$ cat config.mk
export PLATFORM = sky130hd
export DESIGN_NAME = pwm_ramp_seq
export DESIGN_NICKNAME = d
export VERILOG_FILES = /design/src/rtl/pwm_ramp_seq.sv
export SDC_FILE = /design/constraint.sdc
export NUM_CORES = 2
export LEC_CHECK = 0
export BUFFER_PORTS_ARGS = -buffer_cell sky130_fd_sc_hd__clkbuf_2
export CAP_MARGIN = 20
export CORE_ASPECT_RATIO = 0.6
export CORE_MARGIN = 2
export CORE_UTILIZATION = 34
export CTS_BUF_LIST = sky130_fd_sc_hd__clkbuf_4 sky130_fd_sc_hd__clkbuf_8 sky130_fd_sc_hd__clkbuf_16
export CTS_CLUSTER_DIAMETER = 80
export CTS_CLUSTER_SIZE = 28
export DETAILED_ROUTE_END_ITERATION = 7
export PLACE_DENSITY = 0.54
export SLEW_MARGIN = 20
export SYNTH_ARGS = -nofsm -noshare
export SYNTH_HDL_FRONTEND = slang
export SYNTH_SLANG_ARGS = --single-unit
export TNS_END_PERCENT = 10
$ cat constraint.sdc
create_clock -name clk -period 3.9 [get_ports clk]
set_input_delay 0.195 -clock clk [delete_from_list [all_inputs] [get_ports clk]]
set_output_delay 0.195 -clock clk [all_outputs]
set_load 0.05 [all_outputs]
$ cat src/rtl/pwm_ramp_seq.sv
module pwm_ramp_seq #(
  parameter int NCH = 3,
  parameter int DEPTH = 64,
  parameter int STEP_SHORT = 2,
  parameter int STEP_LONG = 4,
  parameter int PRESCALE = 512,
  parameter bit LOAD_EN = 1'b1,
  parameter logic [7:0] CTRL_ADDR = 8'h30,
  parameter logic [7:0] LOAD_BASE = 8'h38
) (
  input  logic             clk,
  input  logic             rst_n,
  input  logic             tick,
  input  logic             wr_en,
  input  logic [7:0]       wr_addr,
  input  logic [7:0]       wr_data,
  output logic [NCH-1:0]   pwm_out,
  output logic [NCH*8-1:0] level
);
  localparam int PW = $clog2(DEPTH);
  localparam int TW = $clog2(STEP_LONG * PRESCALE + 1);

  logic [7:0]     cnt;
  logic [NCH-1:0] en;
  wire ctrl_wr = wr_en && (wr_addr == CTRL_ADDR);

  always_ff @(posedge clk) begin
    if (!rst_n) begin
      cnt <= '0;
      en  <= '0;
    end else begin
      cnt <= cnt + 8'(tick);
      if (ctrl_wr) en <= wr_data[NCH-1:0];
    end
  end

  for (genvar c = 0; c < NCH; c++) begin : g_ch
    logic [15:0]   mem [DEPTH];
    logic [PW-1:0] wp, pc;
    logic          ph, busy, dn;
    logic [7:0]    hold, lvl;
    logic [6:0]    left;
    logic [TW-1:0] tmr, per;

    wire ld_wr = wr_en && (wr_addr == LOAD_BASE + 8'(c));
    wire [15:0] ins = mem[pc];
    wire is_br = (ins == 16'h0000) || (ins[15] && ins[13]);
    wire is_ld = LOAD_EN && ins[14] && (ins[13:8] == 6'd0);
    wire [TW-1:0] iper = ins[14] ? (ins[8] ? TW'(STEP_LONG * PRESCALE) : TW'(STEP_SHORT * PRESCALE))
                                 : (ins[8] ? TW'(STEP_LONG) : TW'(STEP_SHORT));

    always_ff @(posedge clk)
      if (ld_wr && ph) mem[wp] <= {hold, wr_data};

    always_ff @(posedge clk) begin
      if (!rst_n) begin
        wp <= '0; ph <= 1'b0; hold <= '0;
      end else if (ctrl_wr && !wr_data[c]) begin
        wp <= '0; ph <= 1'b0;
      end else if (ld_wr) begin
        if (!ph) begin
          hold <= wr_data;
          ph   <= 1'b1;
        end else begin
          wp <= wp + 1'b1;
          ph <= 1'b0;
        end
      end
    end

    always_ff @(posedge clk) begin
      if (!rst_n) begin
        pc <= '0; busy <= 1'b0; dn <= 1'b0; lvl <= '0;
        left <= '0; tmr <= '0; per <= '0;
      end else if (!en[c]) begin
        pc   <= '0;
        busy <= 1'b0;
      end else if (busy) begin
        if (tick) begin
          if (tmr == per - TW'(1)) begin
            tmr  <= '0;
            lvl  <= dn ? ((lvl == 8'h00) ? lvl : lvl - 1'b1)
                       : ((lvl == 8'hFF) ? lvl : lvl + 1'b1);
            left <= left - 1'b1;
            if (left == 7'd1) begin
              busy <= 1'b0;
              pc   <= pc + 1'b1;
            end
          end else begin
            tmr <= tmr + 1'b1;
          end
        end
      end else if (is_br) begin
        pc <= '0;
      end else if (is_ld) begin
        lvl <= ins[7:0];
        pc  <= pc + 1'b1;
      end else if (ins[6:0] == 7'd0) begin
        pc <= pc + 1'b1;
      end else begin
        busy <= 1'b1;
        left <= ins[6:0];
        dn   <= ins[7];
        per  <= iper;
        tmr  <= '0;
      end
    end

    assign pwm_out[c]       = en[c] && (lvl != 8'hFF) && (cnt >= lvl);
    assign level[c*8 +: 8]  = lvl;
  end
endmodule

# Word-level counts from Yosys, hierarchy flattened
# Memories as Yosys holds them, arrays and structs flattened. A register that Yosys moved wholly into a read port is not among the register bits.
# Cells that the tools add are included.
[word_totals] regBits=197 mem_bits_rw=3072 memories=3
[mem_list] name="g_ch[0].mem" words=64 width=16 read_ports=1 rd_clocked_by_memory_dff=1 wr=1 line="38" rtl="logic [15:0] mem [DEPTH];"
[mem_list] name="g_ch[1].mem" words=64 width=16 read_ports=1 rd_clocked_by_memory_dff=1 wr=1 line="38"
[mem_list] name="g_ch[2].mem" words=64 width=16 read_ports=1 rd_clocked_by_memory_dff=1 wr=1 line="38"
[op_classes] addsub=22 n_lt_le_gt_ge=3 n_eq_ne=40 mux=126 bitwise=19 n_reduce_logical=73
[ops] cell="$mux W12" n=24
[ops] cell="$mux W8" n=24
[ops] cell="$mux W6" n=27
[ops] cell="$mux W7" n=18
[ops] cell="$logic_not A16 Y1" n=3
[ops] cell="$add A12 B1 Y12 const B" n=3
[ops] cell="$add A6 B1 Y6 const B" n=6
[ops] cell="$eq A12 B12 Y1" n=3
[ops] cell="$sub A12 B1 Y12 const B" n=3
[ops] cell="$eq A8 B6 Y1 const B" n=4
[ops] cell="$mux W1" n=30
[ops] cell="$reduce_and A5 Y1" n=6
[ops] cell="$add A8 B1 Y8 const B" n=3
[ops] cell="$eq A8 B8 Y1 const B" n=3
[ops] cell="$ge A8 B8 Y1" n=3
[ops] cell="$logic_not A8 Y1" n=3
[ops] cell="$ne A2 B2 Y1 const B" n=12
[ops] cell="$ne A8 B8 Y1 const B" n=3
[ops] cell="$sub A8 B1 Y8 const B" n=3
[ops] cell="$logic_and A1 B1 Y1" n=22
[ops] cell="$eq A7 B1 Y1 const B" n=3
[ops] cell="$logic_not A7 Y1" n=3
[ops] cell="$reduce_and A7 Y1" n=3
[ops] cell="$sub A7 B1 Y7 const B" n=3
[ops] cell="other kinds (15)" n=68

# Depth between registers and ports, before layout
[logic_depth] word_depth=7 depth_mapped=18

# Least setup slack after synthesis
# OpenSTA, ideal clock, no wires.
[synth_timing] kind="in2reg" from="input port wr_addr[7]" to="memory g_ch[0].mem[39][0], enable pin" setup_time_ps=413 arrival_ps=3417 t_required_ps=3487 slack_ps=70 path_stages=9 n_path_buf=0 path_cell_list="nor4bb_1 -> nand3b_1 -> inv_1 -> nand2_1 -> nor4b_1 -> and2_1 -> nand3_1 -> or2_2 -> nor3b_1"
[synth_between] elab_chain_len=5
[synth_lines] item="start, declared" line="15" rtl="input logic [7:0] wr_addr,"
[synth_lines] item="$eq A8 B6 Y1" line="45" rtl="wire ld_wr = wr_en && (wr_addr == LOAD_BASE + 8'(c));"
[synth_lines] item="$logic_and A1 B1 Y1" line="45"
[synth_lines] item="$logic_and A1 B1 Y1" line="53" rtl="if (ld_wr && ph) mem[wp] <= {hold, wr_data};"
[synth_lines] item="$mux W1" line="53"
[synth_lines] item="$mux W1 (implied by the code)" line="53"
[synth_lines] item="end, declared" line="38"
# No other way between the ends.

==> metrics.md <==
| Metric | Value |
|---|---|
| Largest net degree at the start of global routing | `~110` |
| Outcome | `finished with violations` |
| Die Span Y | `around 480 um` |
| CP max FO | `23` |
| PD cells | `about 390 nW/um^2` |
| First-pass GRT wire length | `533.0 mm` |
| DP Cell Count | `12340` |
| Post-synthesis compound-gate area fraction | `between 4 and 5%` |
| CTS Root Cell | `clkbuf_16` |
| Violated checks | `setup timing` |
| Initial Util | `around 34%` |
| Nets | `7612` |
| Synth Area in XOR/XNOR | `0.3502%` |
| Pre-CTS setup slack | `-553.7 ps` |
| Tot Pwr | `between 50 and 60 mW` |
| CP max stage delay | `~500 ps` |
| Final HPWL from detailed placement | `about 260 mm` |
| WP buf/inv | `4` |
| Count leader, synth | `edfxtp_1` |
| Ys Warns | `0` |
| Max frequency | `around 0.25 GHz` |
| Post-synth EDFFs | `around 3100` |
| Crit. End Element | `flip-flop` |
| CTS Sinks | `3263` |
| Slowest library cell on the worst path | `mux4_2` |
| Final Cell Area | `148200 um^2` |
| Sequential share of power | `roughly 66%` |
| Antenna-violating nets left | `0` |
| Inserted Clock Buffers | `150` |
| # IOs | `between 40 and 50` |
| Drt total wl | `382.2 mm` |
| Combinational share of power | `less than 1%` |
| Synth Area in Simple Gates | `under 10%` |
| Mux contribution to synthesized area | `around an eighth` |
| Synth top area share | `a little over 70%` |
| Synthesis-to-finish area growth | `16.19%` |
| Post-Synth Adder-Cell Area | `less than 1%` |
| Gr usage total | `19.58%` |
| Slew Limit Fails | `0` |
| Die width | `794.7 um` |
| Drt pass-1 iters | `6` |
| Vias in the first global route | `approximately 67000` |
| Clock buffer depth | `4` |
| LEAKAGE | `49.74 nW` |
| RePlAce Congestion | `a little over 0.9` |
| CP Depth | `13` |
| Total grt overflow | `0` |
| Most used DFF post-synth | `edfxtp_1` |
| Initial antenna violation count | `26` |
| PortBufs | `46` |
| Mapped Nets | `a little under 7000` |
| Post-synth ARST share | `0%` |
| Rel. slew slack | `a little over a fifth` |
| Worst setup path category | `reg -> reg` |
| Reg clk slew, reported paths | `between 100 and 150 ps` |
| Gate count after technology mapping | `approximately 6700` |
| FF-to-FF path depth | `13` |
| Initial drt markers | `between 10000 and 15000` |
| Final worst-path cycle share | `102.2%` |
| Syn_area_per_cell | `~19 um^2` |
| Core area | `374000 um^2` |
| RSZ-0062 raised after global routing | `true` |
| Drt wl/cell | `30.31 um` |
| Endpoints failing setup | `20` |
| Final Non-Filler Cells | `around 13000` |
| Skew final | `between 50 and 60 ps` |
| Setup ws final | `-84.68 ps` |
| Number of synthesized register bits | `roughly 3300` |
| Worst-Skew Late Latency | `roughly 900 ps` |
| Switch Pwr | `about 11 mW` |
| Crit-path cells | `buf_12 -> buf_12 -> buf_4 -> mux4_2 -> nand2b_1 -> nand4_1 -> nand3_1 -> or3_1 -> a211o_4 -> o31ai_4 -> buf_4 -> nor4_2 -> a211o_1` |
| Via/cell ratio | `5.580` |
| Max VDD drop | `0.3479 mV` |
| H-tree depth | `4` |
| Commonest cells post-synth | `edfxtp_1, mux4_2, nor2_1` |
| Rows | `between 150 and 200` |
| Min-delay worst type | `in -> reg` |
| Sw Ratio | `19.99%` |
| Worst Tran Pin Value | `approximately 1200 ps` |
| Min Hold Slack | `between 150 and 200 ps` |
| Yosys cell types | `roughly 100` |
| Largest cells by area after synthesis | `edfxtp_1, mux4_2, dfxtp_1` |
| Layout cells sized above 1 | `28.98%` |
| Register area share after synthesis | `roughly three quarters` |
| Post-route DRC | `0` |
| Post-Syn Area | `approximately 130000 um^2` |
| Yosys top cell by area | `edfxtp_1` |
| Setup crit start kind | `flip-flop` |
| Die Area | `roughly 380000 um^2` |
| CTS tree | `built` |
| CP top delay family | `simple AND/OR/NAND/NOR gates` |
| Max-Cap Viols | `0` |
| Clock Power Share | `32.8%` |
| CP Data Arrival Time | `4770 ps` |
| Combinational family with the most area after synthesis | `multiplexers` |
| WHS Path Cells | `3` |
| Min Tclk post-route | `3985 ps` |
| Req. time, crit path | `around 4700 ps` |
| Vias | `about 70000` |
| Pint | `between 40 and 50 mW` |
| Final hold viol count | `0` |
| Placed instance area | `142400 um^2` |
## worst min-delay path: cells and delay by family
family,cells,cell delay [ps]
compound gates,2,330
buf+inv,1,470
## logic make-up (layout without fill, tap and decap cells)
family / count (synthesis) / in the layout
XOR/XNOR: 51 / 51
buffers and inverters: 418 / 1337
multiplexers: 821 / 821
AND/OR/NAND/NOR: 1269 / 1270
other: 0 / 5
adder cells (fa/ha/maj): 68 / 68
AO/OA/AOI/OAI: 777 / 777
flip-flops: 3263 / 3263
## area by class of cell
cell class	count	area, um^2
sequential	3263	96160
tap	5016	6276
clock buffer	184	4061
inverter	93	350.3
multi-input combinational	2987	30300
clock inverter	31	374.1
timing repair buffer	1029	10660
fill	33620	225800
antenna	5	12.51
## registers in the layout, summed over array words and instances (netlist names), named ones only
signal	flops
cnt	8
en	3
g_ch.busy	3
g_ch.dn	3
g_ch.hold	24
g_ch.left	21
g_ch.lvl	24
g_ch.mem	3072
g_ch.pc	18
g_ch.per	12
g_ch.ph	3
g_ch.tmr	36
g_ch.wp	18
## cells in the final DEF, fill, tap and decap left out, drive strengths merged, types with 14 or more instances in the layout
| master | n |
|---|---|
| xnor2 | 28 |
| and3 | 23 |
| o22ai | 70 |
| o311ai | 16 |
| dlygate4sd3 | 14 |
| nor4 | 39 |
| inv | 102 |
| o21ai | 142 |
| a22o | 20 |
| a22oi | 95 |
| nand4 | 32 |
| or2 | 15 |
| nand3 | 91 |
| nor2b | 54 |
| clkbuf | 223 |
| edfxtp | 3072 |
| nand2 | 253 |
| or3b | 15 |
| ha | 65 |
| nand3b | 18 |
| mux4 | 689 |
| a21oi | 161 |
| a211oi | 43 |
| buf | 975 |
| nand2b | 42 |
| nor3 | 134 |
| clkinv | 19 |
| a31oi | 44 |
| nor2 | 479 |
| a221oi | 19 |
| or3 | 20 |
| dfxtp | 191 |
| xor2 | 23 |
| o31ai | 25 |
| and2 | 28 |
| mux2i | 121 |
## stage by stage
| step | setup TNS (ps) | utilization [%] |
|---|---|---|
| floorplan | 0 | - |
| finish | -726.3 | 39.62 |
| global route | -4979 | 39.62 |
| global placement | -34020 | 38.05 |
| CTS | -785.9 | 39.46 |
| detailed placement | -34360 | 38.06 |
## metal layers
layer / GRT usage [%] / share of wire (%) / vias up
met1: 31.92 / 47 / 37850
li1: - / - / 28750
met3: 4.213 / 10 / 326
met4: 2.820 / 1.4 / 0
met5: 0 / 0 / -
met2: 27.04 / 41 / 3434
## path summary, 6_finish.rpt
kind | start | end | slack, ps
min | tick | g_ch[2].left[0] | 150
min reg2reg | g_ch[1].per[2] | g_ch[1].per[2] | 470
max | flip-flop | g_ch[1].pc[3] | -80
max reg2reg | flip-flop | g_ch[1].pc[3] | -80
## repair_timing
action	4_1_cts	5_1_grt
gates cloned	2	2
endpoints found under the hold margin	601	0
endpoints found under the setup margin	134	132
hold buffers	14	0
gates resized for setup	111	100
setup buffers	23	12
pin swaps	13	22
## power groups by stage
stage / combinational, mW / sequential [mW] / clock (mW)
3_3_place_gp: 0.452 / 38.7 / 0
4_1_cts: 0.490 / 37.9 / 19.2
3_5_place_dp: 0.476 / 38.7 / 0
5_1_grt: 0.518 / 37.9 / 20.3
2_1_floorplan: 0.0585 / 38.7 / 0
6_report: 0.483 / 37.9 / 18.7
(Power assumes the default switching activity.)
